File: config.mk
export PLATFORM = sky130hd
export DESIGN_NAME = avg_simd_unit
export DESIGN_NICKNAME = d
export VERILOG_FILES = /design/src/rtl/avg_pkg.sv /design/src/rtl/avg_chunk.sv /design/src/rtl/avg_datapath.sv /design/src/rtl/avg_flags.sv /design/src/rtl/avg_simd_unit.sv
export SDC_FILE = /design/constraint.sdc
export NUM_CORES = 1
export LEC_CHECK = 0
export CAP_MARGIN = 10
export CELL_PAD_IN_SITES_DETAIL_PLACEMENT = 0
export CELL_PAD_IN_SITES_GLOBAL_PLACEMENT = 1
export CORE_MARGIN = 5
export CORE_UTILIZATION = 30
export CTS_BUF_LIST = sky130_fd_sc_hd__clkbuf_8
export CTS_CLUSTER_DIAMETER = 40
export DETAILED_ROUTE_END_ITERATION = 8
export HOLD_SLACK_MARGIN = 0.03
export PLACE_DENSITY = 0.9
export SYNTH_ARGS = -nofsm -noshare
export SYNTH_HDL_FRONTEND = slang
export SYNTH_SLANG_ARGS = --single-unit
File: constraint.sdc
create_clock -name clk -period 8.2 [get_ports clk]
set_input_delay 0.82 -clock clk [delete_from_list [all_inputs] [get_ports clk]]
set_output_delay 0.82 -clock clk [all_outputs]
set_load 0.02 [all_outputs]
File: src/rtl/avg_pkg.sv
package avg_pkg;
  localparam int FLAG_NIB_W = 4;
  localparam int FLG_N = 3;
  localparam int FLG_Z = 2;
  localparam int FLG_C = 1;
  localparam int FLG_V = 0;

  typedef enum logic {
    LANE_NARROW = 1'b0,
    LANE_WIDE   = 1'b1
  } lane_mode_e;

  function automatic logic [FLAG_NIB_W-1:0] z_nibble(input logic z);
    logic [FLAG_NIB_W-1:0] n;
    n = '0;
    n[FLG_Z] = z;
    return n;
  endfunction
endpackage

File: src/rtl/avg_chunk.sv
module avg_chunk #(
  parameter int W = 8
) (
  input  logic [W-1:0] a,
  input  logic [W-1:0] b,
  input  logic         cin,
  output logic [W-2:0] upper,
  output logic         lsb,
  output logic         cout
);
  logic [W:0] sum;

  assign sum   = {1'b0, a} + {1'b0, b} + {{W{1'b0}}, cin};
  assign upper = sum[W-1:1];
  assign lsb   = sum[0];
  assign cout  = sum[W];
endmodule

File: src/rtl/avg_datapath.sv
module avg_datapath
  import avg_pkg::*;
#(
  parameter int DATA_W  = 64,
  parameter int CHUNK_W = 8,
  parameter int GROUP   = 2
) (
  input  logic [DATA_W-1:0] a,
  input  logic [DATA_W-1:0] b,
  input  logic              rnd,
  input  lane_mode_e        mode,
  output logic [DATA_W-1:0] res
);
  localparam int NCH = DATA_W / CHUNK_W;

  logic [NCH-1:0]     cin;
  logic [NCH-1:0]     lsb;
  logic [NCH-1:0]     cout;
  logic [NCH-1:0]     top;
  logic [CHUNK_W-2:0] upper [NCH];
  logic               wide;

  assign wide = (mode == LANE_WIDE);

  for (genvar i = 0; i < NCH; i++) begin : g_chunk
    avg_chunk #(.W(CHUNK_W)) u_chunk (
      .a    (a[i*CHUNK_W +: CHUNK_W]),
      .b    (b[i*CHUNK_W +: CHUNK_W]),
      .cin  (cin[i]),
      .upper(upper[i]),
      .lsb  (lsb[i]),
      .cout (cout[i])
    );

    // carry into a chunk: rounding bit at a lane start, neighbour carry inside a wide lane
    if (i % GROUP == 0) begin : g_start
      assign cin[i] = rnd;
    end else begin : g_inner
      assign cin[i] = wide ? cout[i-1] : rnd;
    end

    // top bit of halved chunk: own carry at a lane end, next chunk's lsb inside a wide lane
    if ((i == NCH-1) || (i % GROUP == GROUP-1)) begin : g_end
      assign top[i] = cout[i];
    end else begin : g_mid
      assign top[i] = wide ? lsb[i+1] : cout[i];
    end

    assign res[i*CHUNK_W +: CHUNK_W] = {top[i], upper[i]};
  end
endmodule

File: src/rtl/avg_flags.sv
module avg_flags
  import avg_pkg::*;
#(
  parameter int DATA_W  = 64,
  parameter int CHUNK_W = 8,
  parameter int GROUP   = 2
) (
  input  logic [DATA_W-1:0]                   res,
  input  lane_mode_e                          mode,
  output logic [FLAG_NIB_W*DATA_W/CHUNK_W-1:0] flags
);
  localparam int NCH = DATA_W / CHUNK_W;
  localparam int NGR = NCH / GROUP;

  logic [NCH-1:0] zc;
  logic [NGR-1:0] zg;
  logic [NCH-1:0] zsel;
  logic           wide;

  assign wide = (mode == LANE_WIDE);

  for (genvar i = 0; i < NCH; i++) begin : g_cz
    assign zc[i] = ~|res[i*CHUNK_W +: CHUNK_W];
  end

  for (genvar g = 0; g < NGR; g++) begin : g_gz
    assign zg[g] = &zc[g*GROUP +: GROUP];
  end

  for (genvar i = 0; i < NCH; i++) begin : g_nib
    if (i % GROUP == GROUP-1) begin : g_hi
      assign zsel[i] = wide ? zg[i/GROUP] : zc[i];
    end else begin : g_lo
      assign zsel[i] = wide ? 1'b0 : zc[i];
    end
    assign flags[i*FLAG_NIB_W +: FLAG_NIB_W] = z_nibble(zsel[i]);
  end
endmodule

File: src/rtl/avg_simd_unit.sv
module avg_simd_unit
  import avg_pkg::*;
#(
  parameter int DATA_W  = 64,
  parameter int CHUNK_W = 8,
  parameter int GROUP   = 2
) (
  input  logic                                 clk,
  input  logic                                 rst,
  input  logic                                 in_valid,
  input  logic                                 half_mode,
  input  logic                                 round_up,
  input  logic [DATA_W-1:0]                    opnd_a,
  input  logic [DATA_W-1:0]                    opnd_b,
  output logic                                 out_valid,
  output logic [DATA_W-1:0]                    avg_out,
  output logic [FLAG_NIB_W*DATA_W/CHUNK_W-1:0] lane_flags
);
  localparam int NCH    = DATA_W / CHUNK_W;
  localparam int FLAG_W = FLAG_NIB_W * NCH;
  localparam int WIDE_W = CHUNK_W * GROUP;
  localparam int NGR    = NCH / GROUP;

  lane_mode_e          mode;
  logic [DATA_W-1:0]   res_d;
  logic [FLAG_W-1:0]   flg_d;

  assign mode = half_mode ? LANE_WIDE : LANE_NARROW;

  avg_datapath #(.DATA_W(DATA_W), .CHUNK_W(CHUNK_W), .GROUP(GROUP)) u_dp (
    .a   (opnd_a),
    .b   (opnd_b),
    .rnd (round_up),
    .mode(mode),
    .res (res_d)
  );

  avg_flags #(.DATA_W(DATA_W), .CHUNK_W(CHUNK_W), .GROUP(GROUP)) u_flg (
    .res  (res_d),
    .mode (mode),
    .flags(flg_d)
  );

  always_ff @(posedge clk) begin
    if (rst) begin
      out_valid  <= 1'b0;
      avg_out    <= '0;
      lane_flags <= '0;
    end else begin
      out_valid <= in_valid;
      if (in_valid) begin
        avg_out    <= res_d;
        lane_flags <= flg_d;
      end
    end
  end

  AST_VALID_FOLLOWS: assert property (@(posedge clk) disable iff (rst)
    in_valid |=> out_valid);
  AST_VALID_DROPS: assert property (@(posedge clk) disable iff (rst)
    !in_valid |=> !out_valid);
  AST_HOLD_RESULT: assert property (@(posedge clk) disable iff (rst)
    !in_valid |=> ($stable(avg_out) && $stable(lane_flags)));

  for (genvar i = 0; i < NCH; i++) begin : g_chk_nib
    AST_NCV_CLEAR: assert property (@(posedge clk) disable iff (rst)
      (!lane_flags[i*FLAG_NIB_W+FLG_N] && !lane_flags[i*FLAG_NIB_W+FLG_C]
       && !lane_flags[i*FLAG_NIB_W+FLG_V]));
    AST_BYTE_ZERO: assert property (@(posedge clk) disable iff (rst)
      (out_valid && !$past(half_mode)) |->
        (lane_flags[i*FLAG_NIB_W+FLG_Z] == (avg_out[i*CHUNK_W +: CHUNK_W] == '0)));
  end

  for (genvar g = 0; g < NGR; g++) begin : g_chk_wide
    AST_WIDE_ZERO: assert property (@(posedge clk) disable iff (rst)
      (out_valid && $past(half_mode)) |->
        (lane_flags[((g+1)*GROUP-1)*FLAG_NIB_W+FLG_Z] ==
         (avg_out[g*WIDE_W +: WIDE_W] == '0)));
  end
endmodule

==> results of run 1 <==
## cells by family after synthesis
| group | Yosys count | synth area share (%) |
|---|---|---|
| XOR/XNOR | 37 | 5.975 |
| multiplexers | 47 | 8.674 |
| adder cells (fa/ha/maj) | 72 | 18.27 |
| buffers and inverters | 67 | 6.436 |
| other | 1 | 0.06914 |
| AND/OR/NAND/NOR | 176 | 15.11 |
| flip-flops | 73 | 26.94 |
| AO/OA/AOI/OAI | 148 | 18.52 |
## worst max-delay path, stage by stage
cell and delay [ps]:
clkdlybuf4s50_1 760, a21o_1 350, fa_1 400, a21oi_1 200
o21ai_0 120, a21o_1 210, a21o_1 170, a21oi_1 250
nand2_1 80, o21ai_0 110, fa_1 290, fa_1 230
nor2b_1 70, o31a_1 260, nor3_1 210, o21bai_1 110
a21o_1 190, o41ai_1 360
## worst paths after layout
check,to,startpoint,slack (ps),cells past startpoint
worst max-delay path,lane_flags[30],round_up,3250,18
worst min register to register,lane_flags[26],lane_flags[26],440,2
worst min-delay path,lane_flags[26],lane_flags[26],440,2
worst max register to register,avg_out[55],avg_out[55],7410,2
## power groups by stage
| stage | logic [uW] | clock network, uW | registers, uW |
|---|---|---|---|
| floorplan | 257 | 0 | 455 |
| global placement | 482 | 0 | 415 |
| detailed placement | 485 | 0 | 415 |
| CTS | 487 | 373 | 408 |
| global route | 530 | 387 | 412 |
| finish | 483 | 359 | 407 |
## through the flow
step                instances  utilization, %  cell area [um^2]  setup slack (ps)  total power, uW
floorplan                 644               -              5510              3913            712.6
global placement         1038           42.48              7605              3077            896.9
detailed placement       1038           42.48              7605              2903            899.9
CTS                      1053           43.83              7846              3279             1268
global route             1053           43.83              7846              2823             1329
finish                   1053           43.83              7846              3247             1250
## per-layer routing
metal | wire length [um] | GRT usage, % | vias up
met5 | 0 | 0 | -
li1 | - | - | 2562
met4 | 290 | 5.646 | 0
met3 | 1158 | 3.439 | 18
met2 | 7843 | 25.21 | 149
met1 | 7265 | 18.87 | 2375
## cells in the mapped netlist, types with 4 or more instances
cell / instances / area, um^2
o31a_1: 5 / 43.79
o21a_1: 11 / 82.58
inv_1: 24 / 90.09
nor2_1: 98 / 367.9
nand3_1: 5 / 25.02
dfxtp_1: 73 / 1461
nor4_1: 4 / 25.02
nor3_1: 7 / 35.03
o21ai_0: 34 / 170.2
clkbuf_1: 17 / 63.81
a21o_1: 20 / 150.1
mux2i_1: 47 / 470.5
fa_1: 12 / 240.2
a21oi_1: 20 / 100.1
o31ai_1: 6 / 45.04
nand2b_1: 11 / 68.82
a211oi_1: 21 / 157.7
xnor2_1: 21 / 183.9
xor2_1: 16 / 140.1
nand2_1: 21 / 78.83
ha_1: 60 / 750.7
nor2b_1: 8 / 50.05
a31oi_1: 4 / 25.02
buf_4: 24 / 180.2
## cell type report
type / count / share of cell area [%]
flip-flops and latches: 73 / 18.63
clock buffers: 10 / 1.754
multi-input cells: 504 / 47.15
well taps: 229 / 3.652
inverters: 24 / 1.148
repair buffers: 208 / 26.34
clock inverters: 5 / 1.324
## flip-flops by register name, indices dropped and copies added, names as in the netlist
register and flops:
avg_out 64, lane_flags 8, out_valid 1
==> impl_metrics.py, run 1 <==
metrics = {
    "cts": {
        "clk_pin_slew_worst_paths_ps": 90,
        "clockBufferDepth": 2,
        "htreeDepth": 3,
        "cts_resized": 0,
        "clock_latency_ps": 350,
        "hold_buffers": 0,
        "post-cts-setup-buffers": 0,
        "numCtsBuffers": 9,
        "clock_sinks": 73,
        "cts_root_buf": "clkbuf_8",
        "cts_tree": "built",
    },
    "sta": {
        "finalHoldViolations": 0,
        "finalSetupViolCount": 0,
        "max_freq_mhz": 201.9,
        "clock_skew_ps": 0,
        "holdWs_ps": 439.9,
        "timing.final.crit_share_pct": 60.40,
        "timing.final.crit_period_ps": 4953,
        "slew_headroom_pct": 44.71,
        "finalSetupTns_ps": 0,
        "tightest_slew_ps": 829.4,
        "rsz0062_at_grt": "false",
        "slew_viol_final": 0,
    },
    "finish": {
        "final_common_cell": "clkdlybuf4s50_1",
        "area_growth_pct": 44.66,
        "final_cell_mix": "clkdlybuf4s50_1, nor2_1, dfxtp_1",
        "num_antenna_cells": 0,
        "multi_input_area_mm2": 0.003700,
        "nNetsFinal": 1025,
        "seq_area_mm2": 0.001461,
        "drive_gt1_share_pct": 3.034,
        "fillers": 1795,
    },
    "floorplan": {
        "start_util_pct": 30.30,
        "core_mm2": 0.01790,
        "die_y_um": 144.5,
        "ioPinCount": 230,
        "die_w_um": 144.5,
        "rows": 49,
        "die_area_mm2": 0.02087,
    },
    "status": {
        "status": "complete, no violations",
    },
    "job": {
        "max_cap_viol_count": 0,
    },
    "critical_path": {
        "worst-path-max-fanout": 9,
        "required_ps": 8450,
        "cp-end-kind": "flop",
        "startpoint_type": "input port",
        "critPathArrivalTime_ps": 5200,
        "critPathKind": "input port to flop",
    },
    "detailed_routing": {
        "viasPerCell": 4.847,
        "dr.pass1.iters": 6,
        "post-route-drc-count": 0,
        "wl_per_cell_um": 15.72,
        "vias": 5104,
        "drtAntennaViolNets": 0,
        "routed_wl_mm": 16.56,
        "drtIter0Drc": 138,
    },
    "global_routing": {
        "grt_start_max_net_pins": 68,
        "overflow": 0,
        "grt_pass1_vias": 4911,
        "grt_pass1_wl_mm": 24.74,
        "grtUsageTotal_pct": 15.05,
        "antenna_found_initial": 0,
    },
    "power_and_ir_drop": {
        "leakagePower_uw": 0.003390,
        "power_density_mw_per_mm2": 159.3,
        "pwr-share-seq_pct": 32.6,
        "combPwrFrac_pct": 38.7,
        "p_clk_share_pct": 28.7,
        "netSwitchingPower_uw": 412.9,
        "peakVddDrop_uv": 80.66,
        "switching_share_pct": 33.04,
        "p_int_uw": 836.7,
    },
    "logic_synthesis": {
        "synth_warnings": 0,
        "avgSynthCellArea_um2": 8.734,
        "synth_area_mm2": 0.005424,
        "synthFlopType": "dfxtp_1",
        "seq_area_frac_synth_pct": 26.94,
        "synthDistinctLibCells": 55,
        "synthArstFlopShare_pct": 0,
        "synth-seq-cells": 73,
        "synth_cells": 621,
        "synth_edf_count": 0,
    },
    "placement": {
        "post-dp-hpwl_mm": 13.07,
        "gp_congestion": 0.8549,
        "io_buffers": 205,
    },
    "hold_path": {
        "min-delay-path-class": "flop to flop",
    },
}
Note: power is estimated with default switching activity, not from simulation.
==> run 2, diff against run 1 <==
- CORE_UTILIZATION: 30 -> 29
- PLACE_DENSITY: 0.9 -> 0.91
- clock period: 8.2 -> 4.3 ns (I/O delays scaled with it)
==> run 2 against run 1 <==
Against the previous run: register-to-register slack lost 3900 ps; via count grew 0.39%; non-clock buffer count grew 33; combinational power grew 110%; critical path type unchanged; critical endpoint is now lane_flags[6]; largest cell class unchanged.
==> impl_metrics.py, run 2 (same netlist as run 1, synthesis figures left out) <==
metrics = {
    "placement": {
        "placed_cells": 1075,
        "post-dp-hpwl_mm": 13.02,
        "dpl_cell_area_mm2": 0.007864,
        "io_buffers": 205,
        "gp_congestion": 0.8296,
    },
    "global_routing": {
        "grt_pass1_vias": 4994,
        "grtUsageTotal_pct": 14.67,
        "antenna_found_initial": 0,
        "grt_start_max_net_pins": 58,
        "grt_pass1_wl_mm": 25.71,
        "overflow": 0,
    },
    "critical_path": {
        "r2r-start": "lane_flags[6]",
        "slowest_stage": "fa_1",
        "r2r_end": "lane_flags[6]",
        "critPathMaxStageDelay_ps": 410,
        "critPathLaunch": "opnd_a[0]",
        "critPathKind": "input port to flop",
        "worstPathCellList": "clkdlybuf4s50_1 -> ha_1 -> a21o_1 -> fa_1 -> a211oi_2 -> nor2_1 -> o31a_1 -> o21a_1 -> or3_1 -> o21ai_0 -> fa_1 -> fa_1 -> nor2b_1 -> o211a_1 -> o21ai_0 -> a21o_1 -> nand4b_1 -> o31ai_2 -> o211a_1",
        "cp-end-kind": "flop",
        "startpoint_type": "input port",
        "reg2reg_depth": 3,
        "required_ps": 4590,
        "worst-path-max-fanout": 3,
        "crit_path_frequent_cell": "fa_1",
        "critPathArrivalTime_ps": 4370,
        "rrSetupSlack_ps": 3510,
    },
    "sta": {
        "timing.final.crit_share_pct": 94.88,
        "finalSetupViolCount": 0,
        "slew_viol_final": 0,
        "max_freq_mhz": 245.1,
        "tightest_slew_ps": 840.5,
        "finalHoldViolations": 0,
        "clock_skew_ps": 0,
        "timing.final.crit_period_ps": 4080,
        "slew_headroom_pct": 43.96,
    },
    "power_and_ir_drop": {
        "p_clk_share_pct": 22.0,
        "pwr-share-seq_pct": 34.2,
        "netSwitchingPower_uw": 786.9,
        "p_int_uw": 1486,
        "switching_share_pct": 34.62,
        "combPwrFrac_pct": 43.8,
        "leakagePower_uw": 0.003547,
        "peakVddDrop_uv": 143.1,
        "power_density_mw_per_mm2": 280.0,
    },
    "hold_path": {
        "min_from": "lane_flags[26]",
        "min-delay-path-class": "flop to flop",
        "hold_path_end": "lane_flags[26]",
        "holdPathStages": 2,
    },
    "finish": {
        "final_cell_mix": "clkdlybuf4s50_1, nor2_1, dfxtp_1",
        "fillers": 1811,
        "fin_area_mm2": 0.008117,
        "top_regs": "avg_out: 64 flops, lane_flags: 8 flops, out_valid: 1 flops",
        "num_antenna_cells": 0,
        "nNetsFinal": 1058,
        "fin_util_pct": 43.68,
        "largest_register_ffs": 64,
        "instances_no_fill": 1092,
        "regMostFlops": "avg_out",
        "drive_gt1_share_pct": 8.392,
        "final_common_cell": "clkdlybuf4s50_1",
        "area_growth_pct": 49.64,
    },
    "detailed_routing": {
        "vias": 5124,
        "wl_per_cell_um": 15.15,
        "post-route-drc-count": 0,
        "drtAntennaViolNets": 0,
        "dr.pass1.iters": 4,
        "viasPerCell": 4.692,
        "routed_wl_mm": 16.55,
        "drtIter0Drc": 186,
    },
    "cts": {
        "hold_buffers": 0,
        "cts_tree": "built",
        "clock_latency_ps": 350,
        "numCtsBuffers": 9,
        "htreeDepth": 3,
        "clk_pin_slew_worst_paths_ps": 80,
        "clock_sinks": 73,
        "clockBufferDepth": 2,
        "cts_root_buf": "clkbuf_8",
    },
    "floorplan": {
        "die_y_um": 146.8,
        "ioPinCount": 230,
        "rows": 50,
        "die_area_mm2": 0.02154,
        "core_mm2": 0.01858,
        "die_w_um": 146.8,
        "start_util_pct": 29.19,
    },
    "status": {
        "status": "complete, no violations",
    },
    "job": {
        "max_cap_viol_count": 0,
    },
}
==> run 2: cell count changes in the layout (fill, tap and decap cells not counted), moves of 4 or more <==
cell | before | now
buf_4 | 4 | 36
fa_1 | 12 | 8
fa_2 | 0 | 4
o21ai_0 | 34 | 30
==> run 2: metal layers <==
| layer | global-route usage (%) | wire length, um | up-vias |
|---|---|---|---|
| li1 | - | - | 2629 |
| met5 | 0 | 0 | - |
| met4 | 3.198 | 192 | 0 |
| met3 | 4.596 | 1134 | 9 |
| met2 | 24.48 | 7842 | 152 |
| met1 | 18.65 | 7380 | 2334 |
==> run 2: layout make-up <==
cell class | instances | area, um^2 | area share [%]
clock buffer | 11 | 151.4 | 1.865
clock inverter | 5 | 23.77 | 0.2929
inverter | 24 | 90.09 | 1.110
multi-input combinational | 504 | 3770 | 46.45
sequential | 73 | 1461 | 18.01
tap | 234 | 292.8 | 3.607
timing repair buffer | 241 | 2327 | 28.67
==> run 2: critical path: cells and delay by family <==
kind	cells	cell delay (ps)
AOI/OAI and AO/OA	10	1830
adders and majority gates	4	1140
buffers and inverters	1	400
and+or+nand+nor	4	560
==> run 2: worst max-delay path by stage <==
stage | to | slack [ps]
floorplan | lane_flags[6] | 400
global placement | lane_flags[22] | -200
detailed placement | lane_flags[6] | -280
CTS | lane_flags[6] | 90
global route | lane_flags[14] | -40
finish | lane_flags[6] | 220
==> run 2: stage by stage <==
| stage | setup WS [ps] | hold WS [ps] | power, uW | TNS [ps] |
|---|---|---|---|---|
| after floorplan | 403.3 | 516.2 | 1359 | 0 |
| after global placement | -201.0 | 433.6 | 1767 | -1055 |
| after detailed placement | -275.1 | 429.2 | 1773 | -1534 |
| after CTS | 85.88 | 441.0 | 2300 | 0 |
| after global routing | -42.24 | 469.3 | 2431 | -42.24 |
| final | 220.0 | 436.6 | 2273 | 0 |
==> run 2: what timing repair did <==
action | in CTS | in global routing
buffers inserted | 0 | 1
endpoints found under the setup margin | 0 | 9
resized for setup | 0 | 20
==> run 2: power groups by stage <==
stage	Clock, uW	Sequential [uW]	Combinational (uW)
after CTS	534	779	987
final	499	778	996
after detailed placement	0	793	980
after global placement	0	791	975
after floorplan	0	868	491
after global routing	554	786	1090
